===== src/rtl/ring_pkg.sv =====
// ring_pkg: shared ring numbering and stop-placement helpers.
// Assumes six rings, numbered pair*2 + direction, where direction 0 is "up".
package ring_pkg;

    localparam int NUM_RINGS  = 6;
    localparam int RING_SEL_W = 3;

    typedef enum logic [RING_SEL_W-1:0] {
        RING_FULL_UP   = 3'd0,
        RING_FULL_DN   = 3'd1,
        RING_ODD_UP    = 3'd2,
        RING_ODD_DN    = 3'd3,
        RING_EVEN_UP   = 3'd4,
        RING_EVEN_DN   = 3'd5,
        RING_NONE_A    = 3'd6,
        RING_NONE_B    = 3'd7
    } ring_sel_e;

    // Number of stops on ring r for a tile of n FUs.
    function automatic int lane_stops(input int r, input int n);
        return (r < 2) ? n : n / 2;
    endfunction

    // FU index served by stop j of ring r.
    function automatic int lane_to_fu(input int r, input int j);
        if (r < 2)      return j;
        else if (r < 4) return 2 * j + 1;
        else            return 2 * j;
    endfunction

    // Stop index on ring r for FU i (only meaningful when FU i has a stop there).
    function automatic int fu_to_lane(input int r, input int i);
        return (r < 2) ? i : i / 2;
    endfunction

    // Whether FU i has a stop on ring r.
    function automatic bit has_stop(input int r, input int i);
        if (r < 2)      return 1'b1;
        else if (r < 4) return (i % 2) == 1;
        else if (r < 6) return (i % 2) == 0;
        else            return 1'b0;
    endfunction

    // Mask of rings on which FU i has a stop.
    function automatic logic [NUM_RINGS-1:0] stop_mask(input int i);
        logic [NUM_RINGS-1:0] m;
        for (int r = 0; r < NUM_RINGS; r++) m[r] = has_stop(r, i);
        return m;
    endfunction

    // FU reached by one hop on ring r from FU i in a tile of n FUs.
    function automatic int next_fu(input int r, input int i, input int n);
        int s;
        s = (r < 2) ? 1 : 2;
        return ((r % 2) == 0) ? (i + s) % n : (i + n - s) % n;
    endfunction

endpackage


===== src/rtl/ring_lane.sv =====
// ring_lane: one unidirectional ring of STOPS operand registers.
// Each stop register takes the upstream operand if that stop forwards it,
// otherwise the local injection. A collision is flagged and the forward wins.
// Assumes STOPS >= 1. UP selects whether upstream is the lower stop index.
module ring_lane #(
    parameter int STOPS = 8,
    parameter int DW    = 16,
    parameter bit UP    = 1'b1
) (
    input  logic                clk,
    input  logic                rst_n,
    input  logic [STOPS-1:0]    stop_inj,
    input  logic [STOPS*DW-1:0] stop_inj_data,
    input  logic [STOPS-1:0]    stop_fwd,
    output logic [STOPS-1:0]    slot_v,
    output logic [STOPS*DW-1:0] slot_d,
    output logic [STOPS-1:0]    stop_clash
);

    for (genvar k = 0; k < STOPS; k++) begin : g_stop
        localparam int UPS = UP ? (k + STOPS - 1) % STOPS : (k + 1) % STOPS;

        logic          arrive;
        logic          nxt_v;
        logic [DW-1:0] nxt_d;

        // Pick the operand that occupies this stop after the edge.
        always_comb begin
            arrive        = stop_fwd[UPS] & slot_v[UPS];
            stop_clash[k] = arrive & stop_inj[k];
            if (arrive) begin
                nxt_v = 1'b1;
                nxt_d = slot_d[UPS*DW +: DW];
            end else begin
                nxt_v = stop_inj[k];
                nxt_d = stop_inj_data[k*DW +: DW];
            end
        end

        // Stop register with synchronous active-low reset.
        always_ff @(posedge clk) begin
            if (!rst_n) begin
                slot_v[k]          <= 1'b0;
                slot_d[k*DW +: DW] <= '0;
            end else begin
                slot_v[k]          <= nxt_v;
                slot_d[k*DW +: DW] <= nxt_d;
            end
        end
    end

endmodule


===== src/rtl/fu_port.sv =====
// fu_port: per-FU adapter. Decodes the injection ring code into one
// request per ring, masked to the rings where this FU has a stop, and
// selects the receive operand from this FU's taps.
// Assumes taps are already zero on rings without a stop here.
module fu_port
    import ring_pkg::*;
#(
    parameter int FU_IDX = 0,
    parameter int DW     = 16
) (
    input  logic                    inj_valid,
    input  logic [RING_SEL_W-1:0]   inj_ring,
    input  logic [RING_SEL_W-1:0]   rx_ring,
    input  logic [NUM_RINGS-1:0]    tap_v,
    input  logic [NUM_RINGS*DW-1:0] tap_d,
    output logic [NUM_RINGS-1:0]    inj_req,
    output logic                    rx_valid,
    output logic [DW-1:0]           rx_data
);

    localparam logic [NUM_RINGS-1:0] MASK = stop_mask(FU_IDX);

    // Turn the injection code into a masked one-hot ring request.
    always_comb begin
        inj_req = '0;
        for (int r = 0; r < NUM_RINGS; r++) begin
            if (inj_valid && (32'(inj_ring) == r)) inj_req[r] = MASK[r];
        end
    end

    // Select the operand held at this FU's stop on the receive ring.
    always_comb begin
        rx_valid = 1'b0;
        rx_data  = '0;
        for (int r = 0; r < NUM_RINGS; r++) begin
            if (32'(rx_ring) == r) begin
                rx_valid = tap_v[r];
                rx_data  = tap_d[r*DW +: DW];
            end
        end
    end

endmodule


===== src/rtl/multi_ring_noc.sv =====
// multi_ring_noc: six-ring operand network for one tile of NUM_FU units.
// Builds one lane per ring with the stop count and FU placement of that
// ring, maps the lane stops back to FU positions, and ORs the per-ring
// collision flags into one conflict output per FU.
// Assumes NUM_FU is even and at least 2.
module multi_ring_noc
    import ring_pkg::*;
#(
    parameter int NUM_FU = 8,
    parameter int DW     = 16
) (
    input  logic                         clk,
    input  logic                         rst_n,
    input  logic [NUM_FU-1:0]            inj_valid,
    input  logic [NUM_FU*RING_SEL_W-1:0] inj_ring,
    input  logic [NUM_FU*DW-1:0]         inj_data,
    input  logic [NUM_FU*NUM_RINGS-1:0]  fwd_en,
    input  logic [NUM_FU*RING_SEL_W-1:0] rx_ring,
    output logic [NUM_FU-1:0]            rx_valid,
    output logic [NUM_FU*DW-1:0]         rx_data,
    output logic [NUM_FU-1:0]            inj_conflict
);

    // Ring state seen at FU positions; zero where the FU has no stop.
    logic [NUM_RINGS-1:0][NUM_FU-1:0]          tap_v;
    logic [NUM_RINGS-1:0][NUM_FU-1:0][DW-1:0]  tap_d;
    logic [NUM_RINGS-1:0][NUM_FU-1:0]          clash_map;
    logic [NUM_FU-1:0][NUM_RINGS-1:0]          inj_req;

    for (genvar r = 0; r < NUM_RINGS; r++) begin : g_ring
        localparam int STOPS = lane_stops(r, NUM_FU);

        logic [STOPS-1:0]    l_inj;
        logic [STOPS-1:0]    l_fwd;
        logic [STOPS-1:0]    l_v;
        logic [STOPS-1:0]    l_clash;
        logic [STOPS*DW-1:0] l_inj_d;
        logic [STOPS*DW-1:0] l_d;

        for (genvar j = 0; j < STOPS; j++) begin : g_in
            localparam int FU = lane_to_fu(r, j);
            assign l_inj[j]            = inj_req[FU][r];
            assign l_fwd[j]            = fwd_en[FU*NUM_RINGS + r];
            assign l_inj_d[j*DW +: DW] = inj_data[FU*DW +: DW];
        end

        ring_lane #(
            .STOPS (STOPS),
            .DW    (DW),
            .UP    ((r % 2) == 0)
        ) u_lane (
            .clk           (clk),
            .rst_n         (rst_n),
            .stop_inj      (l_inj),
            .stop_inj_data (l_inj_d),
            .stop_fwd      (l_fwd),
            .slot_v        (l_v),
            .slot_d        (l_d),
            .stop_clash    (l_clash)
        );

        for (genvar i = 0; i < NUM_FU; i++) begin : g_tap
            if (has_stop(r, i)) begin : g_on
                localparam int J = fu_to_lane(r, i);
                assign tap_v[r][i]     = l_v[J];
                assign tap_d[r][i]     = l_d[J*DW +: DW];
                assign clash_map[r][i] = l_clash[J];
            end else begin : g_off
                assign tap_v[r][i]     = 1'b0;
                assign tap_d[r][i]     = '0;
                assign clash_map[r][i] = 1'b0;
            end
        end
    end

    for (genvar i = 0; i < NUM_FU; i++) begin : g_fu
        logic [NUM_RINGS-1:0]    fu_tap_v;
        logic [NUM_RINGS*DW-1:0] fu_tap_d;

        // Gather this FU's taps across rings.
        always_comb begin
            for (int r = 0; r < NUM_RINGS; r++) begin
                fu_tap_v[r]            = tap_v[r][i];
                fu_tap_d[r*DW +: DW]   = tap_d[r][i];
            end
        end

        // One conflict flag per FU, from any ring at its stops.
        always_comb begin
            inj_conflict[i] = 1'b0;
            for (int r = 0; r < NUM_RINGS; r++) inj_conflict[i] = inj_conflict[i] | clash_map[r][i];
        end

        fu_port #(
            .FU_IDX (i),
            .DW     (DW)
        ) u_port (
            .inj_valid (inj_valid[i]),
            .inj_ring  (inj_ring[i*RING_SEL_W +: RING_SEL_W]),
            .rx_ring   (rx_ring[i*RING_SEL_W +: RING_SEL_W]),
            .tap_v     (fu_tap_v),
            .tap_d     (fu_tap_d),
            .inj_req   (inj_req[i]),
            .rx_valid  (rx_valid[i]),
            .rx_data   (rx_data[i*DW +: DW])
        );
    end

endmodule


===== config.mk =====
export PLATFORM = sky130hd
export DESIGN_NAME = multi_ring_noc
export DESIGN_NICKNAME = d
export VERILOG_FILES = /design/src/rtl/ring_pkg.sv /design/src/rtl/ring_lane.sv /design/src/rtl/fu_port.sv /design/src/rtl/multi_ring_noc.sv
export SDC_FILE = /design/constraint.sdc
export NUM_CORES = 1
export LEC_CHECK = 0
export ABC_AREA = 1
export BUFFER_PORTS_ARGS = -buffer_cell sky130_fd_sc_hd__buf_2
export CAP_MARGIN = 0
export CORE_MARGIN = 3
export CORE_UTILIZATION = 64
export DETAILED_ROUTE_END_ITERATION = 12
export PLACE_DENSITY = 0.94
export SYNTH_ARGS = -nofsm -noshare
export SYNTH_HDL_FRONTEND = slang
export SYNTH_HIERARCHICAL = 1
export SYNTH_SLANG_ARGS = --single-unit
export TNS_END_PERCENT = 30

===== constraint.sdc =====
create_clock -name clk -period 1.6 [get_ports clk]
set_input_delay 0.24 -clock clk [delete_from_list [all_inputs] [get_ports clk]]
set_output_delay 0.24 -clock clk [all_outputs]
set_load 0.05 [all_outputs]

==> impl_results.rst, run 1 <==
.. list-table::
   :header-rows: 1

   * - Metric
     - Value
   * - First Error
     - [ERROR GRT-0232] Routing congestion too high. Check the congestion heatmap in the GUI.
   * - Failed at
     - global routing (5_1_grt)
   * - Effective utilization at floorplan
     - 0.652
   * - Avg Inst Size Synth
     - 5.95 µm²
   * - Kind of pin the worst path terminates on
     - output port
   * - Global-route usage over all layers
     - 0.721
   * - Standard-cell rows
     - 78
   * - Clk root buf
     - sky130_fd_sc_hd__clkbuf_16
   * - Grt repair worst endpoint
     - rx_data[96]
   * - IO Pins
     - roughly 380
   * - H-tree level count
     - 2
   * - HPWL after detailed placement
     - around 100000 µm
   * - Horizontal die dimension
     - ~220 µm
   * - Total grt overflow
     - 5
   * - Result of the run
     - aborted with a tool error
   * - Maximum clock path buffer count
     - 3
   * - Placer Congestion
     - 1.10
   * - Count of yosys warnings during synthesis
     - 6
   * - Y dimension of the die
     - 222 µm
   * - Count of clock tree sinks
     - ~540
   * - Worst setup slack before clock tree synthesis
     - -266 ps
   * - Port Buffers
     - 361
   * - Post-synth design cell area
     - 0.0298 mm²
   * - Number of instances in the synthesized netlist
     - 5003
   * - Number of buffers inserted during clock tree synthesis
     - between 50 and 60
   * - Largest net degree at the start of global routing
     - 90
[through the flow]
step	area, µm²	utilization	cells	TNS, ps
2_1_floorplan	30800	-	5274	0
4_1_cts	39200	0.859	6453	-38480
3_5_place_dp	34600	0.757	6200	-11110
3_3_place_gp	34600	0.757	6200	-9970
[layer usage]
metal,overflow,track usage
met5,0,0.269
met4,3,0.709
met3,1,0.545
met2,1,0.888
met1,0,0.736
[timing repair]
action,in CTS
hold buffers,113
hold endpoints to repair,291
resized for setup,469
endpoints found under the setup margin,144
pin swaps,90
setup buffers,37
==> run 2, diff against run 1 <==
--- a/config.mk
+++ b/config.mk
@@ -9,9 +9,9 @@
 export BUFFER_PORTS_ARGS = -buffer_cell sky130_fd_sc_hd__buf_2
 export CAP_MARGIN = 0
 export CORE_MARGIN = 3
-export CORE_UTILIZATION = 64
+export CORE_UTILIZATION = 40
 export DETAILED_ROUTE_END_ITERATION = 12
-export PLACE_DENSITY = 0.94
+export PLACE_DENSITY_LB_ADDON = 0.15
 export SYNTH_ARGS = -nofsm -noshare
 export SYNTH_HDL_FRONTEND = slang
 export SYNTH_HIERARCHICAL = 1
==> run 2 against run 1 <==
The flow now finishes, with violations (negative setup slack). Synthesized cell count unchanged. Area after synthesis unchanged.
==> impl_results.rst, run 2 <==
.. list-table::
   :header-rows: 1

   * - Metric
     - Value
   * - IO Pins
     - about 380
   * - Worst setup slack before clock tree synthesis
     - -352 ps
   * - Maximum clock path buffer count
     - 3
   * - HPWL after detailed placement
     - 114000 µm
   * - Slew at the pin with the worst max-slew slack
     - 869 ps
   * - Number of diodes
     - 0
   * - Post-synth design cell area
     - ~0.03 mm²
   * - Highest-count cells in the layout ignoring fill and taps
     - 1526 x sky130_fd_sc_hd__nand2_1, 1248 x sky130_fd_sc_hd__nor2_1, 714 x sky130_fd_sc_hd__inv_1, 376 x sky130_fd_sc_hd__dfxtp_1, 285 x sky130_fd_sc_hd__buf_4
   * - Count of yosys warnings during synthesis
     - 6
   * - Largest net degree at the start of global routing
     - 80
   * - Vias per inst
     - ~4.9
   * - Die Footprint
     - between 0.07 and 0.08 mm²
   * - Final Hold Fails
     - 0
   * - Final count of negative-setup-slack endpoints
     - 144
   * - Length of the first detailed-routing pass in iterations
     - 8
   * - H-tree level count
     - 3
   * - Placer Congestion
     - about 0.97
   * - Length of routed met2 wiring
     - 63500 µm
   * - Port Buffers
     - 361
   * - Clk root buf
     - sky130_fd_sc_hd__clkbuf_16
   * - Total grt overflow
     - 0
   * - Worst setup EP type
     - output port
   * - Top metal layer carrying routed signals
     - met4
   * - Endpoint of the most critical register-to-register path
     - g_ring[4].u_lane/slot_v[2]
   * - Effective utilization at floorplan
     - 0.406
   * - Avg Inst Size Synth
     - 5.95 µm²
   * - Most frequent standard cell in the layout excluding fill and tap cells
     - sky130_fd_sc_hd__nand2_1
   * - Critical Path RT
     - 1360 ps
   * - Startpoint of the worst-slack reg-to-reg timing path
     - g_ring[4].u_lane/slot_v[1]
   * - Longest individual stage delay on the worst path
     - about 330 ps
   * - Beginning of the worst hold path
     - inj_data[89]
   * - Count of clock tree sinks
     - 544
   * - Wire length per cell after detailed routing
     - 21.3 µm
   * - Cell with the biggest individual delay on the critical path
     - sky130_fd_sc_hd__dfxtp_2
   * - Reg2Reg Setup Slack
     - 220 ps
   * - Crit Path Category
     - flip-flop to output port
   * - Worst min-delay path class
     - input pin to flip-flop
   * - DRC violations left
     - 0
   * - Clk pin slew, worst setup/hold paths
     - 60 ps
   * - Antenna violations before repair
     - 0
   * - DRC marker count from the first detailed-route iteration
     - 3685
   * - Routed vias
     - 33936
   * - Post-route clock period utilization
     - 1.27
   * - Result of the run
     - finished, violations left
   * - Total routed wirelength
     - roughly 150000 µm
   * - Clock tree skew after final layout
     - between 20 and 25 ps
   * - Pwr per Cell Area
     - 917 mW/mm²
   * - Clock tree from TritonCTS
     - done
   * - Remaining max-slew budget at the tightest pin
     - 0.419
   * - Number of pins exceeding their max-slew limit in the final report
     - 0
   * - Routed length on met1
     - approximately 60000 µm
   * - Ordered cell list for the critical path
     - nand4_1 > nand2_2 > nor2_2 > buf_6 > nand4_1 > buf_12
   * - Worst hold path cell count
     - 5
   * - Max FFs per register
     - between 500 and 600
   * - Y dimension of the die
     - 279 µm
   * - Largest registers
     - g_ring.u_lane/slot_d x512, g_ring.u_lane/slot_v x32
   * - P_leak
     - ~23 nW
   * - Horizontal die dimension
     - 279 µm
   * - Most numerous cell on the critical path
     - sky130_fd_sc_hd__nand4_1
   * - CORE AREA
     - 0.0733 mm²
   * - Worst-case setup margin in the final layout
     - -437 ps
   * - Biggest register
     - g_ring.u_lane/slot_d
   * - Highest ir drop seen on vdd
     - 0.000616 V
   * - First-pass GRT wire length
     - 206000 µm
   * - Detailed route wirelength on metal3
     - 11900 µm
   * - Antenna-violating nets left
     - 0
   * - Hold Slack
     - around 17 ps
   * - Latest clock arrival within the worst-skew pair
     - around 620 ps
   * - RSZ-0062 raised after global routing
     - true
   * - Number of buffers inserted during clock tree synthesis
     - 66
   * - Fraction of the core area covered by cells at the end of the flow
     - 0.561
   * - Synthesis-to-finish area growth
     - 38.2%
   * - Clock period minus worst slack
     - 2040 ps
   * - Hold endpoint
     - g_ring[2].u_lane/slot_d[41]
   * - Number of fill cells in the layout
     - 7382
   * - Standard-cell rows
     - a little under 100
   * - Signal arrival time at the worst endpoint
     - 1800 ps
   * - Number of instances in the synthesized netlist
     - 5003
   * - Via count of the first global-routing pass
     - 30169
   * - Total Nets Final
     - 6141
   * - Maximum clock frequency
     - a little under 500 MHz
   * - Global-route usage over all layers
     - 0.364
   * - Fraction of layout cells with a size suffix above 1
     - 0.207
   * - Violations in the final reports
     - negative setup slack
   * - Type of origin of the critical path
     - flip-flop
   * - Worst R2R Path Depth
     - 3
   * - Number of max-cap violations
     - 0
   * - Maximum fanout count along the critical path
     - 2
-- run 2: layout make-up --
cell class	instances	area [µm²]	share of cell area
flip-flops and latches	544	11200	0.272
inverters	734	2780	0.0675
multi-input cells	3748	16300	0.396
well taps	959	1200	0.0292
clock inverters	15	163	0.00395
repair buffers	813	7590	0.185
clock buffers	96	1930	0.0468
-- run 2: worst max path at each step --
stage	startpoint	to	slack, ps	cells past startpoint
6_report	g_ring[1].u_lane/slot_d[76]	rx_data[76]	-440	6
3_5_place_dp	inj_ring[7]	inj_conflict[2]	-350	8
4_1_cts	g_ring[1].u_lane/slot_d[109]	rx_data[109]	-450	5
3_3_place_gp	inj_ring[7]	inj_conflict[2]	-360	8
2_1_floorplan	rx_ring[21]	rx_data[117]	30	7
5_1_grt	g_ring[1].u_lane/slot_d[76]	rx_data[76]	-470	6
-- run 2: timing repair --
| action | 4_1_cts | 5_1_grt |
|---|---|---|
| buffers inserted | 37 | 31 |
| pin swaps | 106 | 157 |
| cloned | 1 | 0 |
| setup endpoints to repair | 144 | 144 |
| gates resized for setup | 438 | 181 |
| hold buffers | 120 | 0 |
| hold endpoints to repair | 338 | 0 |
-- run 2: metal layers --
| layer | vias up | GRT usage |
|---|---|---|
| met3 | 295 | 0.0502 |
| met2 | 1603 | 0.558 |
| li1 | 16507 | - |
| met4 | 0 | 0.220 |
| met5 | - | 0 |
| met1 | 15531 | 0.488 |
-- run 2: power by group --
group / leakage, nW / total [W] / internal (W) / switching, W
combinational: 17.8 / 0.00755 / 0.00278 / 0.00476
sequential: 4.59 / 0.0152 / 0.0144 / 0.000835
clock: 1.03 / 0.0150 / 0.00867 / 0.00629
total: 23.4 / 0.0377 / 0.0258 / 0.0119
-- run 2: metrics by stage --
stage / instance area, µm² / cells / power (W) / TNS, ps
6_report: 41100 / 6909 / 0.0377 / -38960
5_1_grt: 41100 / 6909 / 0.0388 / -45810
4_1_cts: 40400 / 6879 / 0.0375 / -42690
3_5_place_dp: 35700 / 6611 / 0.0221 / -15060
3_3_place_gp: 35700 / 6611 / 0.0221 / -14940
2_1_floorplan: 30800 / 5274 / 0.0187 / 0
-- run 2: critical path: cells and delay by family, from the launching register on --
family | cells | cell delay (ps)
DFF | 1 | 330
and+or+nand+nor | 4 | 490
buffers and inverters | 2 | 350
Power figures use the tool's default switching activity.
